--- src/rtl/wdk_pkg.sv ---
package wdk_pkg;

    typedef enum logic [1:0] {
        ST_START   = 2'd0,
        ST_PULSE   = 2'd1,
        ST_REST_LO = 2'd2,
        ST_REST_HI = 2'd3
    } seq_state_t;

    typedef enum logic [1:0] {
        MODE_TOGGLE = 2'd0,
        MODE_ONCE   = 2'd1,
        MODE_STUCK  = 2'd2
    } kick_mode_t;

    function automatic kick_mode_t decode_mode(input logic [1:0] sel);
        kick_mode_t m;
        unique case (sel)
            2'b01:   m = MODE_ONCE;
            2'b10:   m = MODE_STUCK;
            default: m = MODE_TOGGLE;
        endcase
        return m;
    endfunction

endpackage

--- src/rtl/wdk_sync.sv ---
module wdk_sync #(
    parameter int WIDTH = 3
) (
    input  logic             clk,
    input  logic             rst,
    input  logic [WIDTH-1:0] d_i,
    output logic [WIDTH-1:0] q_o
);
    logic [WIDTH-1:0] meta_q;
    logic [WIDTH-1:0] stab_q;

    always_ff @(posedge clk) begin
        if (rst) begin
            meta_q <= '0;
            stab_q <= '0;
        end else begin
            meta_q <= d_i;
            stab_q <= meta_q;
        end
    end

    assign q_o = stab_q;
endmodule

--- src/rtl/wdk_seq.sv ---
module wdk_seq
    import wdk_pkg::*;
#(
    parameter int PHASE_CYCLES = 100000
) (
    input  logic       clk,
    input  logic       rst,
    input  kick_mode_t mode_i,
    output logic       kick_o
);
    localparam int TW = (PHASE_CYCLES > 1) ? $clog2(PHASE_CYCLES) : 1;
    localparam logic [TW-1:0] LAST = TW'(PHASE_CYCLES - 1);

    seq_state_t state_q, state_d;
    kick_mode_t mode_q;
    logic [TW-1:0] timer_q;
    logic mode_chg;
    logic phase_done;
    logic timed;

    assign mode_chg   = (mode_i != mode_q);
    assign timed      = (state_q == ST_START) || (state_q == ST_PULSE);
    assign phase_done = timed && (timer_q == LAST);

    always_comb begin
        state_d = state_q;
        unique case (state_q)
            ST_START: if (phase_done) state_d = ST_PULSE;
            ST_PULSE: begin
                if (phase_done) begin
                    unique case (mode_q)
                        MODE_ONCE:  state_d = ST_REST_LO;
                        MODE_STUCK: state_d = ST_REST_HI;
                        default:    state_d = ST_START;
                    endcase
                end
            end
            ST_REST_LO: state_d = ST_REST_LO;
            ST_REST_HI: state_d = ST_REST_HI;
        endcase
        if (mode_chg) state_d = ST_START;
    end

    // state register, timer and mode memory
    always_ff @(posedge clk) begin
        if (rst) begin
            state_q <= ST_START;
            mode_q  <= MODE_TOGGLE;
            timer_q <= '0;
        end else begin
            state_q <= state_d;
            mode_q  <= mode_i;
            if (mode_chg || phase_done || !timed) timer_q <= '0;
            else                                  timer_q <= timer_q + 1'b1;
        end
    end

    // registered output, aligned with the state register
    always_ff @(posedge clk) begin
        if (rst) kick_o <= 1'b0;
        else     kick_o <= (state_d == ST_PULSE) || (state_d == ST_REST_HI);
    end


    phase_bound_chk: assert property (@(posedge clk) disable iff (rst)
        timer_q <= LAST);

    rise_from_start_chk: assert property (@(posedge clk) disable iff (rst)
        $rose(kick_o) |-> ($past(state_q) == ST_START));

    stuck_hold_chk: assert property (@(posedge clk) disable iff (rst)
        (state_q == ST_REST_HI && $past(state_q) == ST_REST_HI) |-> $stable(kick_o));

    restart_low_chk: assert property (@(posedge clk) disable iff (rst)
        $past(mode_chg) |-> !kick_o);
endmodule

--- src/rtl/wdk_beat.sv ---
module wdk_beat #(
    parameter int CLK_HZ = 6250000
) (
    input  logic clk,
    input  logic rst,
    output logic beat_o
);
    localparam int HALF = (CLK_HZ / 2 > 0) ? CLK_HZ / 2 : 1;
    localparam int CW = (HALF > 1) ? $clog2(HALF) : 1;
    localparam logic [CW-1:0] LAST = CW'(HALF - 1);

    logic [CW-1:0] cnt_q;

    always_ff @(posedge clk) begin
        if (rst) begin
            cnt_q  <= '0;
            beat_o <= 1'b0;
        end else if (cnt_q == LAST) begin
            cnt_q  <= '0;
            beat_o <= ~beat_o;
        end else begin
            cnt_q  <= cnt_q + 1'b1;
        end
    end


    beat_period_chk: assert property (@(posedge clk) disable iff (rst)
        (beat_o != $past(beat_o)) |-> ($past(cnt_q) == LAST));
endmodule

--- src/rtl/wdog_kick_gen.sv ---
module wdog_kick_gen
    import wdk_pkg::*;
#(
    parameter int PHASE_CYCLES = 100000,
    parameter int CLK_HZ       = 6250000
) (
    input  logic       clk,
    input  logic       rst,
    input  logic [2:0] sw_i,
    output logic       kick_o,
    output logic       app_rst_o,
    output logic       beat_o,
    output logic [2:0] ind_n_o
);
    logic [2:0] sw_s;
    kick_mode_t mode;

    wdk_sync #(.WIDTH(3)) u_sync (
        .clk (clk),
        .rst (rst),
        .d_i (sw_i),
        .q_o (sw_s)
    );

    assign mode = decode_mode(sw_s[1:0]);

    wdk_seq #(.PHASE_CYCLES(PHASE_CYCLES)) u_seq (
        .clk    (clk),
        .rst    (rst),
        .mode_i (mode),
        .kick_o (kick_o)
    );

    wdk_beat #(.CLK_HZ(CLK_HZ)) u_beat (
        .clk    (clk),
        .rst    (rst),
        .beat_o (beat_o)
    );

    assign app_rst_o = kick_o & ~sw_s[2];
    assign ind_n_o   = sw_s;


    rst_needs_kick_chk: assert property (@(posedge clk) disable iff (rst)
        app_rst_o |-> kick_o);
endmodule

--- config.mk ---
export PLATFORM = sky130hd
export DESIGN_NAME = wdog_kick_gen
export DESIGN_NICKNAME = d
export VERILOG_FILES = /design/src/rtl/wdk_pkg.sv /design/src/rtl/wdk_sync.sv /design/src/rtl/wdk_seq.sv /design/src/rtl/wdk_beat.sv /design/src/rtl/wdog_kick_gen.sv
export SDC_FILE = /design/constraint.sdc
export NUM_CORES = 1
export LEC_CHECK = 0
export BUFFER_PORTS_ARGS = -buffer_cell sky130_fd_sc_hd__clkbuf_2
export CORE_ASPECT_RATIO = 1.25
export CORE_UTILIZATION = 65
export CTS_BUF_LIST = sky130_fd_sc_hd__clkbuf_4 sky130_fd_sc_hd__clkbuf_8
export DETAILED_ROUTE_END_ITERATION = 7
export PLACE_DENSITY_LB_ADDON = 0.08
export SLEW_MARGIN = 20
export SYNTH_ARGS = -nofsm -noshare
export SYNTH_HDL_FRONTEND = slang
export SYNTH_SLANG_ARGS = --single-unit
--- constraint.sdc ---
create_clock -name clk -period 4.65 [get_ports clk]
set_input_delay 0.2325 -clock clk [delete_from_list [all_inputs] [get_ports clk]]
set_output_delay 0.2325 -clock clk [all_outputs]
set_load 0.01 [all_outputs]
# Yosys cells after proc, flatten, opt, wreduce, memory -nomap -nowiden
# Cells that the tools add are included.
dict set report totals {
  regBits 51
  latchBits 0
  mem_bits_rw 0
  romBits 0
  inputBits 5
  output_inout_bits 6
  word_cells 40
  n_memories 0
}
dict set report classes {
  n_addsub 2
  mul 0
  div 0
  n_lt_le_gt_ge 0
  n_eq_ne 12
  shift 0
  muxes 6
  bitwise 3
  reduce_logical 9
}
# op n
set ops {}
lappend ops {{22-bit by 1-bit adder with 22-bit output (second input constant)} 1}
lappend ops {{22-bit equality test (second input constant)} 1}
lappend ops {{17-bit by 1-bit adder with 17-bit output (second input constant)} 1}
lappend ops {{17-bit equality test (second input constant)} 1}
lappend ops {{2-bit equality test (second input constant)} 5}
lappend ops {{2-bit by 1-bit equality test with 1-bit output (second input constant)} 4}
lappend ops {{2-bit case mux with 2 select lines} 2}
lappend ops {{2-bit case mux with 4 select lines} 1}
lappend ops {{2-bit 2-to-1 mux} 3}
lappend ops {{1-bit logical OR} 4}
lappend ops {{2-bit OR reduction} 2}
lappend ops {{2-bit logical NOT} 1}
lappend ops {{2-bit inequality test} 1}
lappend ops {{1-bit inverter} 2}
lappend ops {{1-bit bitwise AND} 1}
lappend ops {{1-bit logical AND} 1}
lappend ops {{1-bit logical NOT} 1}

# Logic depth before layout (Yosys ltp)
dict set report logic_depth {
  word_depth 8
  mapped_depth 7
  ltp_nobuf 5
}

# By module
# Synthesis repeated with hierarchy kept, for this count alone.
dict set report hier_totals {
  cells_unflattened 235
  area_unflattened_um2 2158.3
}
# module n_inst cells_per_inst area_each_um2 seq_area_each_um2
set by_module_without_submodules {}
lappend by_module_without_submodules {wdk_beat 1 117 1029.7 460.4}
lappend by_module_without_submodules {wdk_seq 1 103 949.7 420.4}
lappend by_module_without_submodules {wdk_sync 1 12 157.7 120.1}
lappend by_module_without_submodules {wdog_kick_gen 1 3 21.3 0.0}

# Worst setup path after synthesis
# Ideal clock, no wire load.
dict set report synth_timing {
  path_type {register to register}
  startpoint {reg u_beat.cnt_q[0]}
  endpoint {reg u_beat.cnt_q[2]}
  setup_time_ns 0.128
  arrival_time_ns 1.602
  t_required_ns 4.522
  path_slack_ns 2.920
  path_stages_with_launch 8
  path_buffers 2
  period_less_slack_ns 1.730
  cell_sequence {dfxtp_1 ha_1 clkbuf_1 and3_1 nand4_1 o21bai_1 clkbuf_1 nor2_1}
}
dict set report synth_between {
  elab_chain_len 2
  elab_cells_between_ends 3
  classes_between {add/sub: 1; eq/ne: 1; reduce/logical: 1}
}
# element line
set synth_lines {}
lappend synth_lines {{start, declared} wdk_beat.sv:12} ;# logic [CW-1:0] cnt_q;
lappend synth_lines {{start signal, assigned} wdk_beat.sv:22} ;# cnt_q <= cnt_q + 1'b1;
lappend synth_lines {{branches (longest 2 deep; another with 22-bit by 1-bit adder with 22-bit output)} --}
# Several ways; the timed one is not identified.
# A chain may end at the register's enable or synchronous reset.

# Worst setup path in the final report
dict set report layout_timing {
  startpoint {reg u_seq.timer_q[0]}
  endpoint {reg u_seq.timer_q[3]}
}
dict set report layout_between {
  elab_chain_len 5
  elab_cells_between_ends 6
  classes_between {add/sub: 1; eq/ne: 1; reduce/logical: 4}
}
# element line
set layout_lines {}
lappend layout_lines {{start, declared} wdk_seq.sv:16} ;# logic [TW-1:0] timer_q;
lappend layout_lines {{start signal, assigned} wdk_seq.sv:54} ;# else timer_q <= timer_q + 1'b1;
lappend layout_lines {{branches (longest 5 deep; another with 17-bit by 1-bit adder with 17-bit output)} --}
# Several ways; the timed one is not identified.

==> results.md <==
| Metric | This run | Unit |
| --- | --- | --- |
| Cell types occupying the most area after synthesis | dfxtp_1 (46%), xor2_1 (5.9%), nor2_1 (5.1%) | - |
| Antenna diode count | 0 | - |
| Endpoints failing hold | 0 | - |
| Data required time at the worst endpoint | 4.82 | ns |
| Worst r2r dst | u_seq.timer_q[3] | - |
| Crit path buffers/inverters | 0 | - |
| Delay of the slowest cell on the worst path | 0.50 | ns |
| Worst flop-to-flop path startpoint | u_seq.timer_q[0] | - |
| R2R Setup Slk | 2.56 | ns |
| Start point of the worst hold path | sw_i[2] | - |
| Cell internal power dissipation | 562 | uW |
| Delay-heaviest family, CP | compound AO/OA/AOI/OAI gates | - |
| Vias in the first global route | 1570 | - |
| Routability Congestion | 0.785 | - |
| 1st-iter DRT viols | 32 | - |
| Worst-skew pair later-pin latency | 0.31 | ns |
| Via count of the routed design | 1698 | - |
| GR Overflow Total | 0 | - |
| Area share of the largest cell type after synthesis | 46.2 | % |
| Cell variety after synth | 38 | - |
| Routed len/inst | 13.1 | um |
| Switching Share | 23.2 | % |
| # H-tree levels | 2 | - |
| Synth-to-Final Area Change | 6.11 | % |
| Fin Hold WS | 0.126 | ns |
| Post-Synthesis Mean Instance Area | 8.99 | um^2 |
| Total of fill cells in the finished design | 284 | - |
| Summed negative setup slack over all endpoints | 0 | ns |
| Yosys warning total | 0 | - |
| Crit path DAT | 2.26 | ns |
| Post-synthesis sequential area ratio | 46.2 | % |
| Pin count of the biggest net entering global routing | 23 | - |
| Number of nets with antenna violations after routing | 0 | - |
| Time the worst path needs with I/O delays and setup | 2.09 | ns |
| Layout net count | 261 | - |
| I/O pin total | 11 | - |
| Number of CTS-inserted buffers | 5 | - |
| Crit share post-route | 44.9 | % |
| Clock network power share | 34.7 | % |
| Wire length of the first global-routing pass | 6330 | um |
| Fraction of final layout cells sized beyond drive strength 1 | 9.45 | % |
| Buffers added on ports | 10 | - |
| Final Skew | 0.00969 | ns |
| Worst VDD drop | 0.287 | mV |
| Row Count | 23 | - |
| Clock transition at the register clock pins on the worst setup and hold paths after CTS | 0.09 | ns |
| Mapped Nets | 254 | - |
| Cell with the largest stage delay on the worst path | a211o_1 | - |
| Class of the worst hold path | input port to register | - |
| Max Cap Viol | 0 | - |
| Startpoint types | register | - |
| Fin. max-slew vios | 0 | - |
| Initial antenna violation count | 0 | - |
| Worst hold path depth | 2 | - |
| Cell Area, Synth | 2210 | um^2 |
| Clock Root Buffer | clkbuf_8 | - |
| Critical path capture point type | register | - |
| Initial standard-cell utilization of the core | 68.6 | % |
| Power dissipated by switching net loads | 170 | uW |
| Maximum root-to-sink buffer count | 2 | - |
| Clock tree from TritonCTS | built | - |
| Die Footprint | 3640 | um^2 |
| Highest Clock Rate | 479 | MHz |
| Sequential cell fraction of total power | 61.4 | % |
| Gate power share | 3.9 | % |
| Die Span Y | 67.2 | um |
| Quantity of hold-fixing buffers added after cts | 0 | - |
| RSZ-0062 raised after global routing | no | - |
| Number of cell instances on the worst register-to-register path | 5 | - |
| Worst slack, placed | 2.59 | ns |
| Number of placed cells counting well taps | 283 | - |
| Post-detailed-route via-to-cell ratio | 5.84 | - |
| Number of register bits inferred by synthesis | 51 | - |
| Critical Path Fanout Max | 17 | - |
| Number of gates given a new drive strength after cts | 0 | - |
| Width of the die | 54.2 | um |
| Post-CTS setup buffer count | 0 | - |
| Power density relative to cell area | 312 | nW/um^2 |
| Worst Setup Slack, final | 2.56 | ns |
| Terminating pin of the worst hold path | u_sync.meta_q[2] | - |
| Global-route total usage across every layer | 23.8 | % |
| Non-filler instance count after layout | 291 | - |
| Number of iterations in the first detailed-routing pass | 4 | - |
| Largest area contributor in the netlist | dfxtp_1 | - |
| Worst setup path class | register to register | - |
| Post-detailed-routing wire length | 3800 | um |
| Chain of cells forming the critical path | ha_1 -> nand4_1 -> o41ai_2 -> a211o_1 -> nor2_1 | - |
| Core ar. | 3220 | um^2 |
| DP HPWL | 2750 | um |
| Run status | finished, final reports clean | - |
| Rel. slew slack | 63.9 | % |
| Cells after synthesis | 246 | - |
| CTS sink count | 51 | - |
| Final setup fails | 0 | - |
| Static Leak | 0.000804 | uW |
| Actual slew at the worst max-slew pin | 0.541 | ns |
| Remaining design rule violation count | 0 | - |
==> registers in the layout (all words and copies together), names as in the netlist <==
name / cells
u_seq.state_q: 2
u_beat.cnt_q: 22
u_sync.q_o: 3
u_seq.timer_q: 17
u_seq.mode_q: 2
u_beat.beat_o: 1
u_sync.meta_q: 3
u_seq.kick_o: 1
==> power by group through the flow <==
stage	clock network [uW]	logic (uW)	registers (uW)
global route	277	32.1	450
floorplan	0	23.7	459
detailed placement	0	28.4	459
CTS	262	28.6	449
finish	254	28.3	449
global placement	0	27.5	459
==> cell type report <==
class                           instances  area [um^2]  share of cell area [%]
Tap cell                               37         46.3                    1.97
Timing Repair Buffer                   11         57.6                    2.45
Sequential cell                        51         1020                    43.5
Clock buffer                            5         68.8                    2.93
Clock inverter                          3         23.8                    1.01
Inverter                                7         26.3                    1.12
Multi-Input combinational cell        177         1100                    47.0
==> worst max path at each step <==
stage / endpoint / cells past startpoint / slack [ns] / start
6_report: u_seq.timer_q[3] / 5 / 2.56 / u_seq.timer_q[0]
5_1_grt: u_seq.timer_q[3] / 5 / 2.42 / u_seq.timer_q[0]
4_1_cts: u_seq.timer_q[3] / 5 / 2.57 / u_seq.timer_q[0]
3_5_place_dp: u_seq.timer_q[5] / 5 / 2.59 / u_seq.timer_q[0]
3_3_place_gp: u_seq.timer_q[16] / 5 / 2.73 / u_seq.timer_q[0]
2_1_floorplan: u_beat.cnt_q[2] / 7 / 2.92 / u_beat.cnt_q[0]
==> cells in the mapped netlist (all sizes together) <==
library cell and count:
and3 7, nor2 30, nand2 12, o21bai 1, clkbuf 6, or4b 3, or3 8, nor4b 1
a31oi 1, ha 3, and2 2, inv 7, xor2 15, nand3 12, or4 4, nor3 6
a21o 1, and4 2, o41ai 1, nand3b 2, nand4 11, o31ai 3, a21oi 14, nand4b 2
a211o 1, buf 5, nor4 7, o21ai 9, dfxtp 51, nor3b 2, xnor2 10, nor2b 7
==> through the flow <==
stage | total power [uW] | util, % | cell area [um^2]
2_1_floorplan | 482 | - | 2210
3_3_place_gp | 486 | 70.0 | 2250
3_5_place_dp | 488 | 70.0 | 2250
4_1_cts | 740 | 72.8 | 2350
5_1_grt | 759 | 72.8 | 2350
6_report | 731 | 72.8 | 2350
==> routing by layer <==
layer	global-route usage (%)	up-vias	part of all wire, %
met2	44.2	17	55
met1	23.1	795	40
met3	6.98	7	2.2
met4	11.2	0	2.1
met5	0	-	0
li1	-	879	-
==> cell families after synthesis <==
group                    after synthesis  synth area share [%]
XOR/XNOR                              25                  9.90
AND/OR/NAND/NOR                      118                  29.8
adder cells (fa/ha/maj)                3                  1.70
flip-flops                            51                  46.2
AO/OA/AOI/OAI                         31                  8.48
buffers and inverters                 18                  3.96
==> cell usage in the layout (no fill, tap or decap), types with 2 or more instances in the layout <==
cell type / instances
and4_1: 2
dfxtp_1: 51
o31ai_1: 3
or3_1: 8
and2_1: 2
nor4_1: 7
nor2_1: 30
xor2_1: 15
nor3b_1: 2
ha_1: 3
and3_1: 7
o21ai_0: 9
nand4_1: 10
or4b_1: 3
a21oi_1: 13
nor3_1: 6
clkinvlp_4: 2
nand3b_1: 2
nor2b_1: 7
nand3_1: 11
clkbuf_2: 10
or4_1: 3
inv_1: 7
xnor2_1: 10
nand2_1: 12
clkbuf_8: 5
nand4b_1: 2
(Power assumes the default switching activity.)
